<file path="config.mk">
export PLATFORM = sky130hd
export DESIGN_NAME = xlat_walker
export DESIGN_NICKNAME = d
export VERILOG_FILES = /design/src/rtl/xwalk_pkg.sv /design/src/rtl/va_region_sel.sv /design/src/rtl/desc_decoder.sv /design/src/rtl/xlat_walker.sv
export SDC_FILE = /design/constraint.sdc
export NUM_CORES = 1
export LEC_CHECK = 0
export ABC_AREA = 1
export BUFFER_PORTS_ARGS = -buffer_cell sky130_fd_sc_hd__buf_2
export CORE_ASPECT_RATIO = 0.8
export CORE_UTILIZATION = 40
export CTS_CLUSTER_DIAMETER = 150
export DETAILED_ROUTE_END_ITERATION = 7
export PLACE_DENSITY = 0.68
export REMOVE_ABC_BUFFERS = 1
export SKIP_LAST_GASP = 1
export SLEW_MARGIN = 0
export SYNTH_ARGS = -nofsm -noshare
export SYNTH_HDL_FRONTEND = slang
export SYNTH_SLANG_ARGS = --single-unit
</file>
<file path="constraint.sdc">
create_clock -name clk -period 8.4 [get_ports clk]
set_input_delay 0.84 -clock clk [delete_from_list [all_inputs] [get_ports clk]]
set_output_delay 0.84 -clock clk [all_outputs]
set_load 0.03 [all_outputs]
</file>
<file path="src/rtl/xwalk_pkg.sv">
package xwalk_pkg;
    typedef enum logic [1:0] {
        ST_IDLE,
        ST_ISSUE,
        ST_WAIT,
        ST_DONE
    } walk_state_t;

    typedef enum logic [1:0] {
        DK_FAULT,
        DK_TABLE,
        DK_LEAF
    } desc_kind_t;

    localparam logic [3:0] XLAT_FAULT_CLASS = 4'b0001;
endpackage

</file>
<file path="src/rtl/va_region_sel.sv">
module va_region_sel #(
    parameter int VA_W    = 64,
    parameter int IN_BITS = 48,
    parameter int PA_W    = 48
) (
    input  logic [VA_W-1:0] vaddr,
    input  logic [PA_W-1:0] lo_base,
    input  logic [PA_W-1:0] hi_base,
    output logic [PA_W-1:0] sel_base,
    output logic            canonical
);
    localparam int TOP_W = VA_W - IN_BITS;

    logic [TOP_W-1:0] top_bits;
    logic             all_ones;
    logic             all_zeros;

    assign top_bits  = vaddr[VA_W-1:IN_BITS];
    assign all_ones  = &top_bits;
    assign all_zeros = ~|top_bits;
    assign canonical = all_ones | all_zeros;
    assign sel_base  = all_ones ? hi_base : lo_base;
endmodule

</file>
<file path="src/rtl/desc_decoder.sv">
module desc_decoder
    import xwalk_pkg::*;
#(
    parameter int DESC_W    = 64,
    parameter int PA_W      = 48,
    parameter int IN_BITS   = 48,
    parameter int LEVELS    = 4,
    parameter int GRAN_BITS = 12,
    parameter int IDX_BITS  = 9,
    parameter int LVL_W     = 2
) (
    input  logic [DESC_W-1:0]  desc,
    input  logic [LVL_W-1:0]   level,
    input  logic [IN_BITS-1:0] va_low,
    output desc_kind_t         kind,
    output logic [PA_W-1:0]    next_base,
    output logic [PA_W-1:0]    leaf_pa
);
    logic [PA_W-1:0] span_mask [LEVELS];
    logic            block_ok  [LEVELS];

    // Per-level span of the address bits that pass through unchanged.
    for (genvar g = 0; g < LEVELS; g++) begin : g_level
        localparam int LOW_BITS = GRAN_BITS + (LEVELS - 1 - g) * IDX_BITS;
        assign span_mask[g] = (PA_W'(1) << LOW_BITS) - PA_W'(1);
        assign block_ok[g]  = (g > 0) && (g < LEVELS - 1);
    end

    logic [PA_W-1:0] desc_pa;
    logic [PA_W-1:0] lvl_mask;

    assign desc_pa   = desc[PA_W-1:0];
    assign lvl_mask  = span_mask[level];
    assign next_base = desc_pa & ~span_mask[LEVELS-1];
    assign leaf_pa   = (desc_pa & ~lvl_mask) | (PA_W'(va_low) & lvl_mask);

    always_comb begin
        if (!desc[0]) begin
            kind = DK_FAULT;
        end else if (desc[1]) begin
            kind = (level == LVL_W'(LEVELS - 1)) ? DK_LEAF : DK_TABLE;
        end else begin
            kind = block_ok[level] ? DK_LEAF : DK_FAULT;
        end
    end
endmodule

</file>
<file path="src/rtl/xlat_walker.sv">
module xlat_walker
    import xwalk_pkg::*;
#(
    parameter int VA_W      = 64,
    parameter int IN_BITS   = 48,
    parameter int PA_W      = 48,
    parameter int DESC_W    = 64,
    parameter int GRAN_BITS = 12,
    parameter int LEVELS    = 4,
    parameter int ST_W      = 6
) (
    input  logic              clk,
    input  logic              rst_n,
    input  logic              req_valid,
    input  logic [VA_W-1:0]   req_vaddr,
    input  logic              req_write,
    input  logic [PA_W-1:0]   lo_base,
    input  logic [PA_W-1:0]   hi_base,
    output logic              busy,
    output logic              mem_req,
    output logic [PA_W-1:0]   mem_addr,
    input  logic              mem_rsp_valid,
    input  logic [DESC_W-1:0] mem_rsp_data,
    output logic              res_valid,
    output logic              res_fault,
    output logic [PA_W-1:0]   res_pa,
    output logic [ST_W-1:0]   res_status,
    output logic              res_wnr,
    output logic [VA_W-1:0]   res_va
);
    localparam int IDX_BITS = (IN_BITS - GRAN_BITS) / LEVELS;
    localparam int LVL_W    = $clog2(LEVELS);
    localparam int ENT_SH   = $clog2(DESC_W / 8);

    walk_state_t       state, state_nx;
    logic [LVL_W-1:0]  level_q;
    logic [VA_W-1:0]   va_q;
    logic              wnr_q;
    logic [PA_W-1:0]   tbl_q;
    logic [PA_W-1:0]   pa_q;
    logic              fault_q;
    logic [ST_W-1:0]   status_q;

    logic [PA_W-1:0]   sel_base;
    logic              canonical;
    desc_kind_t        kind;
    logic [PA_W-1:0]   next_base;
    logic [PA_W-1:0]   leaf_pa;
    logic [IDX_BITS-1:0] idx;

    va_region_sel #(.VA_W(VA_W), .IN_BITS(IN_BITS), .PA_W(PA_W)) u_region (
        .vaddr     (req_vaddr),
        .lo_base   (lo_base),
        .hi_base   (hi_base),
        .sel_base  (sel_base),
        .canonical (canonical)
    );

    desc_decoder #(
        .DESC_W(DESC_W), .PA_W(PA_W), .IN_BITS(IN_BITS), .LEVELS(LEVELS),
        .GRAN_BITS(GRAN_BITS), .IDX_BITS(IDX_BITS), .LVL_W(LVL_W)
    ) u_decode (
        .desc      (mem_rsp_data),
        .level     (level_q),
        .va_low    (va_q[IN_BITS-1:0]),
        .kind      (kind),
        .next_base (next_base),
        .leaf_pa   (leaf_pa)
    );

    // Index field for the current level: deeper levels use lower bits.
    assign idx = va_q[GRAN_BITS + (LEVELS - 1 - int'(level_q)) * IDX_BITS +: IDX_BITS];

    // State register
    always_ff @(posedge clk) begin
        if (!rst_n) state <= ST_IDLE;
        else        state <= state_nx;
    end

    // Transitions
    always_comb begin
        state_nx = state;
        unique case (state)
            ST_IDLE:  if (req_valid) state_nx = canonical ? ST_ISSUE : ST_DONE;
            ST_ISSUE: state_nx = ST_WAIT;
            ST_WAIT:  if (mem_rsp_valid) state_nx = (kind == DK_TABLE) ? ST_ISSUE : ST_DONE;
            ST_DONE:  state_nx = ST_IDLE;
            default:  state_nx = ST_IDLE;
        endcase
    end

    // Walk context and result registers
    always_ff @(posedge clk) begin
        if (!rst_n) begin
            level_q  <= '0;
            va_q     <= '0;
            wnr_q    <= 1'b0;
            tbl_q    <= '0;
            pa_q     <= '0;
            fault_q  <= 1'b0;
            status_q <= '0;
        end else if (state == ST_IDLE && req_valid) begin
            va_q     <= req_vaddr;
            wnr_q    <= req_write;
            level_q  <= '0;
            tbl_q    <= sel_base;
            pa_q     <= '0;
            fault_q  <= !canonical;
            status_q <= canonical ? '0 : ST_W'({XLAT_FAULT_CLASS, LVL_W'(0)});
        end else if (state == ST_WAIT && mem_rsp_valid) begin
            unique case (kind)
                DK_TABLE: begin
                    tbl_q   <= next_base;
                    level_q <= level_q + LVL_W'(1);
                end
                DK_LEAF: begin
                    pa_q     <= leaf_pa;
                    fault_q  <= 1'b0;
                    status_q <= '0;
                end
                default: begin
                    pa_q     <= '0;
                    fault_q  <= 1'b1;
                    status_q <= ST_W'({XLAT_FAULT_CLASS, level_q});
                end
            endcase
        end
    end

    // Outputs
    always_comb begin
        busy       = (state != ST_IDLE);
        mem_req    = (state == ST_ISSUE);
        mem_addr   = tbl_q + (PA_W'(idx) << ENT_SH);
        res_valid  = (state == ST_DONE);
        res_fault  = fault_q;
        res_pa     = pa_q;
        res_status = status_q;
        res_wnr    = wnr_q;
        res_va     = va_q;
    end
endmodule

</file>
Yosys cells after proc, flatten, opt, wreduce, memory -nomap -nowiden. Index checks and enable logic that the tools add are counted.

Word-level logic and storage cells: 75. Input port bits: 229. Output and inout bits: 171. Register bits after elaboration: 172.

Reductions and logical operators: 16. Equality and inequality tests: 9. Magnitude comparators: 1. Add/sub/neg operators: 4. Mux-type cells: 27. Shift operators: 1. Multiply operators: 1. Bitwise operators: 8.

Operator list (count): $mux 48 (6); $and 48x48->48 (2); $bmux 48 s2 (1); $pmux 48 s2 (1); $shiftx 64x9->9 (1); $add 48x12->48 (1); $not 48->48 (1); $or 48x48->48 (1); $mux 2 (8); $reduce_and 16->1 (1); $reduce_or 16->1 (1); $mux 6 (2); $pmux 6 s2 (1); $reduce_and 2->1 (5); $add 5x8->9 const A (1); $eq 2x2->1 const B (4); $mul 3x5->8 const B (1); $pmux 2 s4 (1); $reduce_bool 2->1 (3); $eq 2x1->1 const B (2); $mux 1 (4); $ne 2x2->1 const B (2); $ge 3x3->1 const B (1); $mux 3 (1); other kinds (12) (15).

Depth between registers and ports, before layout. Gate-level depths: netlist (run 1).

Depth in word-level cells: 11. Gate-level depth with buffers: 27. Depth with buffers taken out: 23.

By module. From an unflattened synthesis (run 1), not the netlist that was laid out.

Cells, all modules: 1936. Area total of the unflattened synthesis: 11584.9 µm².

Modules (own cells, without submodules): xlat_walker (area each 9816.9 µm², times used 1, cells each 1584); desc_decoder (area each 955.9 µm², times used 1, cells each 166); va_region_sel (area each 812.0 µm², times used 1, cells each 186).

Worst setup path after synthesis (run 1). Ideal clock, no wire load.

Path type: flip-flop to output port. From: reg level_q[0]. To: out mem_addr[23]. Path slack: 3.693 ns. Cell stages (with the launch flop): 25. Arrival: 3.867 ns. Path buffers: 4. Cell sequence: dfxtp_1 -> buf_4 -> clkinv_1 -> buf_2 -> buf_2 -> ha_1 -> buf_2 -> clkinv_1 -> nor2_1 -> inv_1 -> nor2_1 -> nor2_1 -> nand2_1 -> nand2_1 -> inv_1 -> ha_1 -> inv_1 -> fa_1 -> inv_1 -> nand3_1 -> nand3_1 -> nand3_1 -> nand3_1 -> nand2_1 -> xor2_1.

Word-level cells in the longest chain between the ends: 5.

Ends and longest elaborated chain: from (decl) (RTL line xlat_walker.sv:36) `logic [LVL_W-1:0] level_q;`; from (signal assigned) (RTL line xlat_walker.sv:114) `level_q <= level_q + LVL_W'(1);`; $sub 2x2->3 (RTL line xlat_walker.sv:72) `assign idx = va_q[GRAN_BITS + (LEVELS - 1 - int'(level_q)) * IDX_BITS +: IDX_BITS];`; $mul 3x5->8 (RTL line xlat_walker.sv:72); $add 5x8->9 (RTL line xlat_walker.sv:72); $shiftx 64x9->9 (RTL line xlat_walker.sv:72); $add 48x12->48 (RTL line xlat_walker.sv:134) `mem_addr = tbl_q + (PA_W'(idx) << ENT_SH);`; to (decl) (RTL line xlat_walker.sv:21) `output logic [PA_W-1:0] mem_addr,`.

No other way between the ends.

Worst setup path after layout (run 1).
From: reg level_q[0]. To: out mem_addr[22].

The elaborated chain is that of the path after synthesis.

==> impl_summary.log, run 1 <==
[metrics] run status: finished, final reports clean
[metrics] Rows: 53
[metrics] starting DRC count in detailed routing: about 1300
[metrics] antenna violations before repair: 1
[metrics] overall fraction of global-route tracks in use: 31.7%
[metrics] Worst Hold Class: reg -> reg
[metrics] net count of the finished layout: between 2000 and 2500
[metrics] number of clock sinks seen by CTS: 168
[metrics] pin count of the biggest net entering global routing: 67
[metrics] Final HPWL DP: 33500 um
[metrics] routability congestion estimate from global placement: 0.939
[metrics] wire per inst: 18.1 um
[metrics] top cell type by total area after synthesis: dfxtp_1
[metrics] Static Leakage: about 6.9 nW
[metrics] worst reg2reg setup slack: between 4 and 5 ns
[metrics] share of post-route cells with drive strength above 1: between 20% and 30%
[metrics] Core Region: 26700 um2
[metrics] Final Hold Fails: 0
[metrics] synthesized instance count: approximately 1900
[metrics] diodes inserted: 0
[metrics] power per cell area: 188 nW/um2
[metrics] unrepaired setup endpoints after global routing: false
[metrics] top-area cell type share of the netlist area: 30.6%
[metrics] final clock period utilization by the worst path: between 70% and 80%
[metrics] number of DRC violations after detailed routing: 0
[metrics] first-pass iteration count of the detailed router: 5
[metrics] maximum operating frequency: between 0.15 and 0.2 GHz
[metrics] Antenna Nets Post-Route: 0
[metrics] share of flip-flops with an asynchronous set or reset after synthesis: 0%
[metrics] required time of the critical path: 7.56 ns
[metrics] Worst Path Arrival: 5.21 ns
[metrics] sequential cell area fraction in the yosys report: a little under a third
[metrics] worst voltage drop across the vdd grid: 0.135 mV
[metrics] detail-routed via count per cell: 5.24
[metrics] count of flip-flops with a built-in enable after synthesis: 0
[metrics] area of the mapped netlist: 11000 um2
[metrics] total wire length: 45700 um
[metrics] initial core utilization: 41.3%
[metrics] commonest cells after routing, fill and taps aside: nand2_1 (539), buf_2 (370), inv_1 (212)
[metrics] leftover overflow at the end of global routing: 0
[metrics] Rel. slew slack: 26.2%
[metrics] minimum period implied by the final worst setup slack: 6.05 ns
[metrics] Resized cells post-CTS: 0
[metrics] maximum buffer depth of the clock tree: 2
[metrics] slew at the pin closest to its max-slew limit: between 1 and 1.5 ns
[metrics] critical path class: reg -> out
[metrics] max cap viols: 0
[metrics] number of warnings reported in the yosys synthesis log: 0
[metrics] via total after detailed routing: around 13000
[metrics] Finished Core Util: 50.9%
[metrics] area of the die: 28200 um2
[metrics] Synth Area per Inst: 5.92 um2
[metrics] most frequent standard cell in the layout excluding fill and tap cells: nand2_1
[metrics] insertion delay to the later sink of the worst-skew pair: between 0.4 and 0.5 ns
[metrics] cts-stage hold buffer count: 0
[metrics] worst setup timing slack at the placement stage: 2.98 ns
[metrics] crit end category: primary output
[metrics] number of global-route vias before repair: 11800
[metrics] # H-tree levels: 4
[metrics] cell types occupying the most area after synthesis: dfxtp_1 (31%), nand2_1 (18%), nand3_1 (8.7%)
[metrics] TritonCTS Buffers: 17
[metrics] Finish-stage setup viols: 0
[metrics] horizontal die dimension: 187 um
[metrics] distinct cell type count of the synthesized netlist: 40
[metrics] Slew Limit Fails: 0
[metrics] I/O Buffers: between 300 and 400
[metrics] flops & latches, synth: 168
[metrics] boundary pin count: 400
[metrics] CP Launch Type: flip-flop
[metrics] TritonCTS clock tree: built
[metrics] Top FF cell, synth: dfxtp_1
[metrics] DIE HEIGHT: 150 um
[metrics] clk_skew: 0.0127 ns
[metrics] clock transition time at the flip-flop clock pins of the worst setup and hold paths: 0.07 ns
[metrics] Post-CTS Setup Bufs: 0
[metrics] TNS Setup: 0 ns
[metrics] largest fanout on the critical path: 66
[metrics] setup ws final: 2.35 ns
[metrics] first-pass GRT wire length: 68200 um
[metrics] buffer cell driving the clock tree root: clkbuf_16
[metrics] area overhead of the layout relative to synthesis: 23.2%
-- worst max-delay path, stage by stage, from the launching register on --
cell      delay [ns]
dfxtp_2         0.31
buf_4           0.48
clkinv_1        0.21
ha_1            0.78
clkinv_1        0.19
buf_4           0.25
a31oi_1         0.25
a21oi_1         0.10
a21oi_1         0.29
ha_1            0.37
or2_2           0.31
nand3_1         0.09
nand2_1         0.16
nand2_1         0.10
nand2_1         0.23
nand2_1         0.13
nor2_1          0.05
nor2_1          0.18
buf_2           0.24
-- flip-flops by register name (all words and copies together), names as in the netlist --
name        count
level_q         2
res_pa         48
res_va         64
res_wnr         1
tbl_q          48
res_status      3
state           2
-- synth_stat cells, drive strengths merged, types with 4 or more instances --
master and count:
nand3 192, nand4 15, nor2 194, xor2 20, o21bai 36, buf 61
nor3 31, nand2 543, inv 215, o21ai 112, clkbuf 49, ha 12
o211ai 8, a21oi 176, dfxtp 168, clkinv 4
-- per-layer routing --
layer / vias up / part of all wire (%) / track usage [%] / routed length (um)
met2: 617 / 44 / 50.1 / 20300
li1: 6527 / - / - / -
met3: 40 / 9.0 / 6.83 / 4090
met4: 2 / 1.3 / 7.44 / 612
met1: 6062 / 45 / 44.1 / 20700
met5: - / 0.022 / 0 / 10
-- final timing paths --
check,startpoint,end,cells after the start
min,tbl_q[2]$_SDFFE_PN0P_,tbl_q[2]$_SDFFE_PN0P_,2
max,level_q[0]$_SDFFE_PP0P_,mem_addr[22],18
min reg2reg,tbl_q[2]$_SDFFE_PN0P_,tbl_q[2]$_SDFFE_PN0P_,2
max reg2reg,state[1]$_SDFFE_PN0P_,tbl_q[20]$_SDFFE_PN0P_,8
-- through the flow --
| step | cells | instance area (um2) | power [W] | hold WS (ns) |
|---|---|---|---|---|
| global route | 2527 | 13600 | 0.00266 | 0.476 |
| global placement | 2495 | 12900 | 0.00171 | 0.449 |
| detailed placement | 2495 | 12900 | 0.00172 | 0.453 |
| finish | 2527 | 13600 | 0.00255 | 0.463 |
| floorplan | 1752 | 10500 | 0.00141 | 0.450 |
| CTS | 2527 | 13600 | 0.00255 | 0.464 |
-- layout make-up --
class / instances / area, um2
Tap cell: 357 / 447
Inverter: 219 / 825
Clock inverter: 13 / 158
Multi-Input combinational cell: 1365 / 6340
Fill cell: 2876 / 13100
Sequential cell: 168 / 3370
Timing Repair Buffer: 386 / 1970
Clock buffer: 19 / 453
-- report_power, final --
group,internal (W),switching (W)
registers,0.000865,0.0000862
clock network,0.000441,0.000396
logic,0.000222,0.000541
-- cells by family after synthesis --
family	Yosys count	share of synthesized area (%)
xor+xnor	21	1.67
buf+inv	329	12.0
flops	168	30.6
mux	3	0.273
compound gates	343	16.9
other cells	1	0.0341
fa+ha+maj	13	1.55
simple gates	982	36.9
Power figures use the tool's default switching activity.
==> run 2: changes to the inputs <==
--- a/config.mk
+++ b/config.mk
@@ -11,7 +11,7 @@
 export CORE_UTILIZATION = 40
 export CTS_CLUSTER_DIAMETER = 150
 export DETAILED_ROUTE_END_ITERATION = 7
-export PLACE_DENSITY = 0.68
+export PLACE_DENSITY = 0.7
 export REMOVE_ABC_BUFFERS = 1
 export SKIP_LAST_GASP = 1
 export SLEW_MARGIN = 0
==> constraint.sdc (replaced) <==
create_clock -name clk -period 5.5 [get_ports clk]
set_input_delay 0.55 -clock clk [delete_from_list [all_inputs] [get_ports clk]]
set_output_delay 0.55 -clock clk [all_outputs]
set_load 0.03 [all_outputs]
==> impl_summary.log, run 2 (synthesis results as in run 1) <==
[metrics] crit end category: primary output
[metrics] number of DRC violations after detailed routing: 0 (unchanged)
[metrics] met2 wire length: 20300 um (+0.16%)
[metrics] Final HPWL DP: 33600 um (+0.17%)
[metrics] Rel. slew slack: 24.9% (-1.2 points)
[metrics] setup ws final: 0.515 ns (-1.83 ns)
[metrics] clock network power share: 33.7% (+0.9 points)
[metrics] pin count of the biggest net entering global routing: 83 (+24%)
[metrics] Worst Path Arrival: 4.44 ns (-0.77 ns)
[metrics] TritonCTS Buffers: 17 (unchanged)
[metrics] first-pass GRT wire length: 67900 um (-0.43%)
[metrics] worst voltage drop across the vdd grid: 0.219 mV (+62%)
[metrics] overall fraction of global-route tracks in use: 31.5% (-0.25 points)
[metrics] Resized cells post-CTS: 0 (unchanged)
[metrics] max cap viols: 0 (unchanged)
[metrics] count of buffering cells on the critical path with inverters included: 7 (+2)
[metrics] net switching power of the design: 0.00155 W (+52%)
[metrics] Rows: 53 (unchanged)
[metrics] first-pass iteration count of the detailed router: 5 (unchanged)
[metrics] number of global-route vias before repair: 12100 (+2.2%)
[metrics] boundary pin count: 400 (unchanged)
[metrics] wire per inst: 18.0 um (-0.62%)
[metrics] insertion delay to the later sink of the worst-skew pair: 0.45 ns (about the same)
[metrics] via total after detailed routing: 13300 (+0.59%)
[metrics] area overhead of the layout relative to synthesis: 23.5%
[metrics] Core Region: 26700 um2 (unchanged)
[metrics] Worst Hold Class: in -> reg
[metrics] unrepaired setup endpoints after global routing: false
[metrics] Hold Crit Start: req_vaddr[4]
[metrics] final clock period utilization by the worst path: 90.6%
[metrics] horizontal die dimension: 187 um (unchanged)
[metrics] commonest cells after routing, fill and taps aside: nand2_1 (539), buf_2 (370), inv_1 (212)
[metrics] # H-tree levels: 4 (unchanged)
[metrics] critical register-to-register path startpoint: level_q[1]$_SDFFE_PP0P_
[metrics] cts-stage hold buffer count: 0 (unchanged)
[metrics] critical path class: reg -> out
[metrics] proportion of power drawn by combinational gates: 29.5% (-0.4 points)
[metrics] critical path cell sequence: inv_1 > ha_1 > buf_4 > clkinv_1 > nand2_1 > nor2_1 > nand2_1 > nand2_1 > inv_1 > ha_1 > inv_1 > fa_1 > inv_1 > nand3_1 > nand3_1 > nand3_1 > nand3_1 > nand2_1 > xor2_1 > buf_2
[metrics] Finish-stage setup viols: 0 (unchanged)
[metrics] DIE HEIGHT: 150 um (unchanged)
[metrics] net switching fraction of the power: 39.2% (-0.88 points)
[metrics] clk_skew: 0.0114 ns (-0.00134 ns)
[metrics] initial core utilization: 41.3% (unchanged)
[metrics] total wire length: 45500 um (-0.43%)
[metrics] minimum period implied by the final worst setup slack: 4.99 ns
[metrics] Post-CTS Setup Bufs: 0 (unchanged)
[metrics] maximum operating frequency: 0.201 GHz
[metrics] buffer cell driving the clock tree root: clkbuf_16
[metrics] antenna violations before repair: 2 (+1)
[metrics] Detail Route met3 WL: 4590 um (+12%)
[metrics] routed length on met1: 19700 um (-4.8%)
[metrics] power per cell area: 291 nW/um2 (+55%)
[metrics] uppermost signal routing layer after detailed routing: met4
[metrics] Antenna Nets Post-Route: 0 (unchanged)
[metrics] routability congestion estimate from global placement: 0.967 (+3.0%)
[metrics] most frequent standard cell in the layout excluding fill and tap cells: nand2_1
[metrics] Crit path max-delay family: buffers and inverters
[metrics] worst setup timing slack at the placement stage: 1.03 ns (-1.95 ns)
[metrics] Worst setup startpoint: level_q[1]$_SDFFE_PP0P_
[metrics] flip-flop count of the largest register after layout: 64 (unchanged)
[metrics] sequential group share of total power: 36.8% (-0.5 points)
[metrics] area of the die: 28200 um2 (unchanged)
[metrics] required time of the critical path: 4.95 ns (-2.61 ns)
[metrics] I/O Buffers: 370 (unchanged)
[metrics] stage delay of the slowest cell on the critical path: 0.60 ns (-0.18 ns)
[metrics] internal power: 0.00240 W (+57%)
[metrics] detail-routed via count per cell: 5.26 (+0.39%)
[metrics] starting DRC count in detailed routing: 1298 (+3.1%)
[metrics] TritonCTS clock tree: built
[metrics] CP Launch Type: flip-flop
[metrics] maximum buffer depth of the clock tree: 2 (unchanged)
[metrics] Final Hold Fails: 0 (unchanged)
[metrics] worst-path cell with the longest stage delay: clkinv_1
[metrics] largest fanout on the critical path: 20 (-70%)
[metrics] leftover overflow at the end of global routing: 0 (unchanged)
[metrics] number of clock sinks seen by CTS: 168 (unchanged)
[metrics] TNS Setup: 0 ns (unchanged)
[metrics] clock transition time at the flip-flop clock pins of the worst setup and hold paths: 0.08 ns (about the same)
[metrics] share of post-route cells with drive strength above 1: 20.3% (+0.11 points)
[metrics] net count of the finished layout: 2402 (+0.13%)
[metrics] run status: finished, final reports clean
[metrics] Static Leakage: 6.88 nW (+0.47%)
[metrics] Slew Limit Fails: 0 (unchanged)
[metrics] slew at the pin closest to its max-slew limit: 1.12 ns (+0.0147 ns)
run 2: changes by cell type in the layout (fill, tap and decap cells not counted), sizes merged:
cell and change:
clkinvlp -2, buf +3, clkbuf -1, diode +2
bufinv +2, inv +1
run 2: area by class of cell:
type	count	area (um2)
inverters	219	825
clock buffers	18	439
well taps	357	447
repair buffers	389	1990
clock inverters	14	183
multi-input cells	1365	6340
flip-flops and latches	168	3370
diodes	2	5.00
fillers	2898	13100
run 2: per-layer routing:
layer / GRT usage, % / vias up
li1: - / 6543
met1: 42.3 / 6068
met2: 50.4 / 659
met3: 7.30 / 56
met4: 8.90 / 0
met5: 0 / -
run 2: path summary, 6_finish.rpt:
kind                             to  slack, ns  cells past startpoint
min          res_va[4]$_SDFFE_PN0P_       0.35                      3
max reg2reg  tbl_q[20]$_SDFFE_PN0P_       2.04                     11
max                    mem_addr[23]       0.51                     20
min reg2reg   tbl_q[1]$_SDFFE_PN0P_       0.46                      2
run 2: tightest hold or removal path: stages:
cell	delay [ns]
buf_2	0.07
o21ai_0	0.07
nor2_1	0.08
run 2: stage by stage:
step	hold WS [ns]	instances	cell area, um2	util (%)	total power (W)
6_report	0.351	2532	13600	51.0	0.00395
2_1_floorplan	0.450	1752	10500	-	0.00216
5_1_grt	0.349	2532	13600	51.0	0.00412
3_3_place_gp	0.450	2498	13000	48.7	0.00261
4_1_cts	0.335	2530	13600	51.0	0.00395
3_5_place_dp	0.453	2498	13000	48.7	0.00263
run 2: power by group through the flow:
| stage | clock, W | combinational (W) | sequential [W] |
|---|---|---|---|
| 4_1_cts | 0.00135 | 0.00115 | 0.00145 |
| 6_report | 0.00133 | 0.00116 | 0.00145 |
| 3_5_place_dp | 0 | 0.00115 | 0.00148 |
| 5_1_grt | 0.00140 | 0.00126 | 0.00146 |
| 3_3_place_gp | 0 | 0.00114 | 0.00148 |
| 2_1_floorplan | 0 | 0.000610 | 0.00155 |
